### src/rtl/tx_trigger_gen_pkg.sv
package tx_trigger_gen_pkg;

   typedef enum logic [1:0] {
      TG_IDLE   = 2'd0,
      TG_HOLD   = 2'd1,
      TG_LEAD   = 2'd2,
      TG_ACTIVE = 2'd3
   } tg_state_e;

   typedef struct packed {
      logic valid;
      logic resp;
   } tg_req_t;

   function automatic int tg_max(input int a, input int b);
      return (a > b) ? a : b;
   endfunction

endpackage

### src/rtl/tx_trigger_quiet_timer.sv
module tx_trigger_quiet_timer #(
   parameter int IDLE_CYC = 8000
) (
   input  logic clk,
   input  logic rst_n,
   input  logic bus_act,
   output logic recent
);
   localparam int CW = (IDLE_CYC < 2) ? 1 : $clog2(IDLE_CYC + 1);

   initial begin
      if (IDLE_CYC < 0) $error("IDLE_CYC must not be negative");
   end

   generate
      if (IDLE_CYC == 0) begin : g_no_window
         assign recent = bus_act;
      end else begin : g_window
         localparam logic [CW-1:0] SAT = CW'(IDLE_CYC);
         logic [CW-1:0] since_q;

         always_ff @(posedge clk) begin
            if (!rst_n) begin
               since_q <= SAT;
            end else if (bus_act) begin
               since_q <= '0;
            end else if (since_q != SAT) begin
               since_q <= since_q + 1'b1;
            end
         end

         assign recent = bus_act || (since_q < SAT);

         a_r10_act_restarts: assert property (@(posedge clk) disable iff (!rst_n)
            bus_act |=> recent);
      end
   endgenerate

endmodule

### src/rtl/tx_trigger_seq.sv
module tx_trigger_seq
   import tx_trigger_gen_pkg::*;
#(
   parameter int BIT_CYC = 1664,
   parameter int DLY_W   = 20
) (
   input  logic             clk,
   input  logic             rst_n,
   input  logic             en,
   input  tg_req_t          req,
   input  logic [DLY_W-1:0] dly,
   input  logic             recent,
   input  logic             done,
   input  logic             coll,
   output logic             trig,
   output logic             start
);
   localparam int BW   = (BIT_CYC < 2) ? 1 : $clog2(BIT_CYC + 2);
   localparam int CW   = tg_max(DLY_W, BW) + 1;
   localparam logic [CW-1:0] BIT_V   = CW'(BIT_CYC);
   localparam logic [CW-1:0] BIT_P1  = CW'(BIT_CYC + 1);
   localparam logic [CW-1:0] BIT_M1  = CW'(BIT_CYC - 1);
   localparam logic [CW-1:0] BIT_P2  = CW'(BIT_CYC + 2);

   initial begin
      if (BIT_CYC < 1) $error("BIT_CYC must be at least 1");
      if (DLY_W < 1)   $error("DLY_W must be at least 1");
   end

   tg_state_e      st_q;
   logic [CW-1:0]  cnt_q;
   logic           trig_q;
   logic           start_q;
   logic [CW-1:0]  dly_x;
   logic           go_now;
   logic           long_off;

   assign dly_x    = CW'(dly);
   assign go_now   = req.resp || !recent;
   assign long_off = dly_x > BIT_V;

   always_ff @(posedge clk) begin
      if (!rst_n) begin
         st_q    <= TG_IDLE;
         cnt_q   <= '0;
         trig_q  <= 1'b0;
         start_q <= 1'b0;
      end else begin
         start_q <= 1'b0;
         if (!en) begin
            st_q   <= TG_IDLE;
            trig_q <= 1'b0;
         end else begin
            unique case (st_q)
               TG_IDLE: begin
                  if (req.valid) begin
                     if (go_now) begin
                        trig_q  <= 1'b1;
                        start_q <= 1'b1;
                        st_q    <= TG_ACTIVE;
                     end else if (long_off && (dly_x != BIT_P1)) begin
                        cnt_q <= dly_x - BIT_P2;
                        st_q  <= TG_HOLD;
                     end else begin
                        trig_q <= 1'b1;
                        cnt_q  <= BIT_M1;
                        st_q   <= TG_LEAD;
                     end
                  end
               end
               TG_HOLD: begin
                  if (cnt_q == '0) begin
                     trig_q <= 1'b1;
                     cnt_q  <= BIT_M1;
                     st_q   <= TG_LEAD;
                  end else begin
                     cnt_q <= cnt_q - 1'b1;
                  end
               end
               TG_LEAD: begin
                  if (coll) begin
                     trig_q <= 1'b0;
                     st_q   <= TG_IDLE;
                  end else if (cnt_q == '0) begin
                     start_q <= 1'b1;
                     st_q    <= TG_ACTIVE;
                  end else begin
                     cnt_q <= cnt_q - 1'b1;
                  end
               end
               TG_ACTIVE: begin
                  if (done || coll) begin
                     trig_q <= 1'b0;
                     st_q   <= TG_IDLE;
                  end
               end
               default: st_q <= TG_IDLE;
            endcase
         end
      end
   end

   assign trig  = trig_q;
   assign start = start_q;

   a_r3_disable_drops: assert property (@(posedge clk) disable iff (!rst_n)
      !en |=> (!trig_q && !start_q));
   a_r12_start_single: assert property (@(posedge clk) disable iff (!rst_n)
      start_q |=> !start_q);
   a_r12_start_in_trig: assert property (@(posedge clk) disable iff (!rst_n)
      start_q |-> trig_q);
   a_r9_coll_drops: assert property (@(posedge clk) disable iff (!rst_n)
      (trig_q && coll) |=> !trig_q);
   a_r8_done_drops: assert property (@(posedge clk) disable iff (!rst_n)
      (st_q == TG_ACTIVE && done) |=> !trig_q);
   a_r7_reply_now: assert property (@(posedge clk) disable iff (!rst_n)
      (en && st_q == TG_IDLE && req.valid && req.resp) |=> (trig_q && start_q));
   a_r11_busy_ignores: assert property (@(posedge clk) disable iff (!rst_n)
      (en && st_q == TG_HOLD && cnt_q != '0) |=> !trig_q);

endmodule

### src/rtl/tx_trigger_gen.sv
module tx_trigger_gen
   import tx_trigger_gen_pkg::*;
#(
   parameter int BIT_CYC  = 1664,
   parameter int IDLE_CYC = 8320,
   parameter int DLY_W    = 20
) (
   input  logic             clk,
   input  logic             rst_n,
   input  logic             trig_en,
   input  logic             bus_act,
   input  logic             sched_valid,
   input  logic             sched_resp,
   input  logic [DLY_W-1:0] sched_delay,
   input  logic             tx_done,
   input  logic             tx_collision,
   output logic             trig_out,
   output logic             tx_start
);
   logic    recent;
   tg_req_t req;

   assign req.valid = sched_valid;
   assign req.resp  = sched_resp;

   tx_trigger_quiet_timer #(.IDLE_CYC(IDLE_CYC)) u_quiet (
      .clk     (clk),
      .rst_n   (rst_n),
      .bus_act (bus_act),
      .recent  (recent)
   );

   tx_trigger_seq #(.BIT_CYC(BIT_CYC), .DLY_W(DLY_W)) u_seq (
      .clk    (clk),
      .rst_n  (rst_n),
      .en     (trig_en),
      .req    (req),
      .dly    (sched_delay),
      .recent (recent),
      .done   (tx_done),
      .coll   (tx_collision),
      .trig   (trig_out),
      .start  (tx_start)
   );

endmodule

### config.mk
export PLATFORM = sky130hd
export DESIGN_NAME = tx_trigger_gen
export DESIGN_NICKNAME = d
export VERILOG_FILES = /design/src/rtl/tx_trigger_gen_pkg.sv /design/src/rtl/tx_trigger_quiet_timer.sv /design/src/rtl/tx_trigger_seq.sv /design/src/rtl/tx_trigger_gen.sv
export SDC_FILE = /design/constraint.sdc
export NUM_CORES = 1
export LEC_CHECK = 0
export CORE_ASPECT_RATIO = 0.75
export CORE_UTILIZATION = 35
export CTS_CLUSTER_DIAMETER = 200
export CTS_CLUSTER_SIZE = 8
export DETAILED_ROUTE_END_ITERATION = 16
export DONT_BUFFER_PORTS = 1
export PLACE_DENSITY = 0.46
export REMOVE_ABC_BUFFERS = 1
export SLEW_MARGIN = 10
export SYNTH_ARGS = -nofsm -noshare
export SYNTH_HDL_FRONTEND = slang
export SYNTH_SLANG_ARGS = --single-unit
### constraint.sdc
create_clock -name clk -period 2.7 [get_ports clk]
set_input_delay 0.135 -clock clk [delete_from_list [all_inputs] [get_ports clk]]
set_output_delay 0.135 -clock clk [all_outputs]
set_load 0.05 [all_outputs]
### Word-level counts from Yosys, hierarchy flattened

Index checks and enable logic that the tools add are counted.

* add/sub/neg operators: 3
* magnitude comparators: 2
* equality and inequality tests: 14
* multiplexer cells: 29
* bitwise logic cells: 1
* reduce and logical (&&, ||, !) cells: 14

Operators with widths (count)
* $mux 21: 6
* $pmux 21 s3: 1
* $mux 14: 2
* $logic_not 21->1: 1
* $sub 20x11->21 const B: 1
* $sub 21x1->21 const B: 1
* $gt 20x11->1 const B: 1
* $ne 20x11->1 const B: 1
* $add 14x1->14 const B: 1
* $lt 14x14->1 const B: 1
* $mux 2: 7
* $ne 14x14->1 const B: 1
* $mux 1: 10
* $ne 2x2->1 const B: 5
* $pmux 2 s4: 1
* $ne 3x2->1 const B: 2
* $reduce_and 6->1: 1
* $reduce_and 5->1: 1
* $eq 2x2->1 const B: 2
* $ne 2x1->1 const B: 2
* $pmux 1 s4: 1
* $reduce_and 4->1: 1
* $logic_or 1x1->1: 3
* $reduce_bool 3->1: 1
* other kinds (9): 9

* register bits after elaboration: 39
* input port bits: 28
* output and inout bits: 2
* word-level logic and storage cells: 69

### Longest topological paths before layout

* word-level depth: 7
* gate-level depth with buffers: 11
* depth with buffers taken out: 8

### Cells and area by module

From an unflattened synthesis, not the netlist that was laid out.

* cell total of the unflattened synthesis: 368
* area total of the unflattened synthesis: 2925.3 sq um

Modules (own cells, without submodules)
* tx_trigger_seq: times used 1, cells each 289, area an instance 2224.6 sq um, seq. area each 500.5 sq um
* tx_trigger_quiet_timer: times used 1, cells each 79, area an instance 700.7 sq um, seq. area each 280.3 sq um

### Least setup slack after synthesis

No wires, ideal clock.

* path kind: register to register
* start: register u_seq.st_q[0]
* end: register u_seq.cnt_q[13]
* library setup time: 79 ps
* data arrival time: 2057 ps
* data required time: 2621 ps
* slack: 564 ps
* cell stages (with the launch flop): 12
* buffers on the path: 3
* period minus slack after synthesis: 2136 ps
* cells stage by stage: dfxtp_1 inv_1 ha_1 clkbuf_1 nor3_1 a211o_1 or3_1 buf_2 a21oi_4 buf_6 nand4_1 o211ai_1

* cells in the longest elaborated chain, start to end: 3
* elaborated cells on any way between the ends: 10
* classes of those cells: eq/ne (6); mux (1); reduce/logical (3)

Ends and longest elaborated chain
* start, declared: RTL line tx_trigger_seq.sv:30 `tg_state_e st_q;`
* start signal, assigned: RTL line tx_trigger_seq.sv:44 `st_q <= TG_IDLE;`
* start signal, assigned: RTL line tx_trigger_seq.sv:51 `st_q <= TG_IDLE;`
* start signal, assigned: RTL line tx_trigger_seq.sv:60 `st_q <= TG_ACTIVE;`
* $eq 2x2->1 (tied with other cells): RTL line tx_trigger_seq.sv:54 `unique case (st_q)`
* $ne 2x2->1 (no source line) or $reduce_bool 3->1 (tied branches)
* $reduce_and 6->1 (no source line)
* end signal, assigned: RTL line tx_trigger_seq.sv:62 `cnt_q <= dly_x - BIT_P2;`
* end signal, assigned: RTL line tx_trigger_seq.sv:77 `cnt_q <= cnt_q - 1'b1;`
* end signal, assigned: RTL line tx_trigger_seq.sv:88 `cnt_q <= cnt_q - 1'b1;`
* end, declared: RTL line tx_trigger_seq.sv:31 `logic [CW-1:0] cnt_q;`

Parallel ways exist; a longest one is shown, timed or not.
A chain may end at the register's enable or synchronous reset.

### Worst setup path in the final report

* start: register u_quiet.g_window.since_q[9]
* end: register u_seq.cnt_q[19]

* cells in the longest elaborated chain, start to end: 6

Ends and longest elaborated chain
* start, declared: RTL line tx_trigger_quiet_timer.sv:20 `logic [CW-1:0] since_q;`
* start signal, assigned: RTL line tx_trigger_quiet_timer.sv:28 `since_q <= since_q + 1'b1;`
* $lt 14x14->1: RTL line tx_trigger_quiet_timer.sv:32 `assign recent = bus_act || (since_q < SAT);`
* $logic_or 1x1->1: RTL line tx_trigger_quiet_timer.sv:32
* $logic_not 1->1: RTL line tx_trigger_seq.sv:39 `assign go_now = req.resp || !recent;`
* $logic_or 1x1->1: RTL line tx_trigger_seq.sv:39
* $ne 2x2->1 (no source line)
* $reduce_and 6->1 (no source line)

Every way passes these cells.

==> results.md <==
* Register area share after synthesis at 26.8%
* Post-layout power at between 0.002 and 0.0025 W
* Endpoint class of the critical path: flop
* GRT Overall Usage at 21.3%
* Post-DR vias/cell at 5.71
* Clock sink count at 39
* First-pass GRT wire length at 14,100 um
* Initial antenna violation count at 0
* Count leader, synth: dfxtp_1
* Core area at 0.00799 mm2
* I/O Buffers at 0
* CTS tree: done
* Synth area leader: dfxtp_1
* Synth top area share at between 20 and 30%
* HPWL after detailed placement at 6510 um
* Tmin final at ~2.5 ns
* Clock insertion delay at the later pin of the skew report at 0.30 ns
* Synthesized area per cell at 7.68 um2
* GR Overflow Total at 0
* CTS H-Tree Depth at 2
* Status: completed
* Library cells used by synthesis at 63
* WL/cell at approximately 18 um
* Filler cell count at 822
* CTS root buf: clkbuf_8
* Layout Skew at 0.00869 ns
* Number of max-cap violations at 0
* CP peak stage delay at 0.52 ns
* Number of synthesis warnings at 0
* Inserted Diodes at 0
* 1st-iter DRT viols at 243
* Crit path cell chain: or4_1 > o221a_1 > or3_1 > a21oi_4 > o21ai_0 > a31oi_1
* Row cnt at 28
* Top FF cell, synth: dfxtp_1
* Final setup vio count at 0
* Final hold vios at 0
* Crit start category: flop
* Largest net degree at the start of global routing at 20
* Final core area utilization at 40.3%
* Cell class contributing the biggest share of worst-path delay: simple AND/OR/NAND/NOR gates
* DRT Pass-1 Iters at 6
* Hold Crit Class: in2reg
* Crit path kind: reg2reg
* Die area at 0.00868 mm2
* Fin crit share at between 90% and 100%
* Post-synth ARST share at 0%
* Initial core utilization at 36.4%
* Longest Clk Path Bufs at 2
* CP required at 2.94 ns
* Final setup TNS at 0 ns
* Cell Pwr Density at 631 mW/mm2
* Vias in the first global route at 2,693
* Vias at 2,802
* Die width at 107 um
* Final Max Slew Viols at 0
* Remaining design rule violation count at 0
* Synth-to-Final Area Change at 10.8%
* Top cells by count, synth: 39 x dfxtp_1, 37 x nor2_1, 36 x nand2_1
* Synthesized instance count at 379
* Cell Area, Synth at 0.00291 mm2
* Routed wire length at between 8000 and 9000 um
* Worst Path Max Fanout at 14
* Slew headroom at 51.0%
* Max VDD drop at 0.266 mV
* Seq cells post-synth at 39
* Synth area leaders: dfxtp_1 27%, xor2_1 5.1%, nor2_1 4.8%
* Layout cells sized above 1 at 9.33%
* Clock transition at the registers of the reported paths at ~0.090 ns
* CTS Buf Count at 5
* Post_cts resized at 0
* Worst-margin pin slew at 0.733 ns
* Leak at 1.17 nW
* Nets at 422
* RSZ-0062 raised after global routing: no
* Critical path data arrival time at about 2.7 ns
* Die height at 81.0 um
* RePlAce Congestion at 0.840
* CP max-delay cell: or4_1
* Fmax at 401 MHz
* Crit path buf inv count at 0
* Count of flip-flops with a built-in enable after synthesis at 0
* Ports at 30
* DRT antenna net count at 0
logic make-up (layout without fill, tap and decap cells):
group	after synthesis	after routing	share of synthesized area, %
and+or+nand+nor	167	167	30.5
AOI/OAI and AO/OA	105	105	25.2
DFF	39	39	26.8
buffers and inverters	29	36	4.39
xor gates and xnor gates	27	27	8.13
adders and majority gates	9	9	3.87
muxes	3	3	1.08
flip-flops by register name (all words and copies together) (netlist names):
name / flops
u_seq.cnt_q: 21
u_seq.st_q: 2
u_seq.trig: 1
u_seq.start: 1
u_quiet.g_window.since_q: 14
metal layers:
metal  global-route usage [%]  wire (um)  vias up
met5                        0          0        -
met4                     4.66         99        0
met3                     3.61        457        9
met2                     33.5       3670       73
met1                     30.3       4450     1310
li1                         -          -     1410
worst paths after layout:
kind / startpoint / end / slack [ns] / cells past startpoint
max: u_quiet.g_window.since_q[9]$_SDFFE_PP0N_ / u_seq.cnt_q[19]$_SDFFE_PN0P_ / 0.20 / 6
min: rst_n / u_seq.cnt_q[5]$_SDFFE_PN0P_ / 0.001 / 2
max reg2reg: u_quiet.g_window.since_q[9]$_SDFFE_PP0N_ / u_seq.cnt_q[19]$_SDFFE_PN0P_ / 0.20 / 6
min reg2reg: u_seq.cnt_q[1]$_SDFFE_PN0P_ / u_seq.cnt_q[1]$_SDFFE_PN0P_ / 0.50 / 2
final cells by class:
cell class	count	area, um2	area share, %
clock buffers	5	68.8	2.14
clock inverters	3	67.6	2.10
inverters	12	45.0	1.40
multi-input cells	311	2000	62.1
flip-flops and latches	39	781	24.2
well taps	105	131	4.08
repair buffers	16	128	3.96
metrics by stage:
| step | setup slack [ns] | cell area [um2] | hold slack, ns | std cells |
|---|---|---|---|---|
| global placement | 0.345 | 3060 | 0.224 | 480 |
| detailed placement | 0.294 | 3060 | 0.227 | 480 |
| floorplan | 0.338 | 2830 | 0.211 | 362 |
| finish | 0.203 | 3220 | 0.00103 | 491 |
| global route | 0.0738 | 3220 | 0.00258 | 491 |
| CTS | 0.247 | 3220 | 0.000241 | 491 |
power by group:
| part | leakage (nW) | internal [W] | switching [W] |
|---|---|---|---|
| Sequential | 0.317 | 0.000613 | 0.0000577 |
| Combinational | 0.787 | 0.000293 | 0.000463 |
| Clock | 0.0644 | 0.000369 | 0.000239 |
placed cells by master (no fill, tap or decap), drive strengths merged, types with 3 or more instances in the layout:
master       netlist  routed
o22ai              6       6
a21boi             7       7
nand3             18      18
a31oi              7       7
nand2             37      37
and2               8       8
inv               12      12
a21o               4       4
a211o              7       7
o211ai            12      12
buf                8      13
nor4              12      12
or4                7       7
clkbuf             9       5
nand4              5       5
nor3              19      19
a21oi             21      21
or3                8       8
ha                 9       9
nand2b             4       4
xor2              17      17
dfxtp             39      39
o21ai             15      15
dlygate4sd3        0       3
o21bai             3       3
xnor2             10      10
nor2              37      37
o221a              3       3
o21a               6       6
timing repair:
| action | in CTS | in global routing |
|---|---|---|
| hold buffers | 3 | 0 |
| setup buffers | 0 | 0 |
| endpoints found under the hold margin | 16 | 0 |
Note: power is estimated with default switching activity, not from simulation.
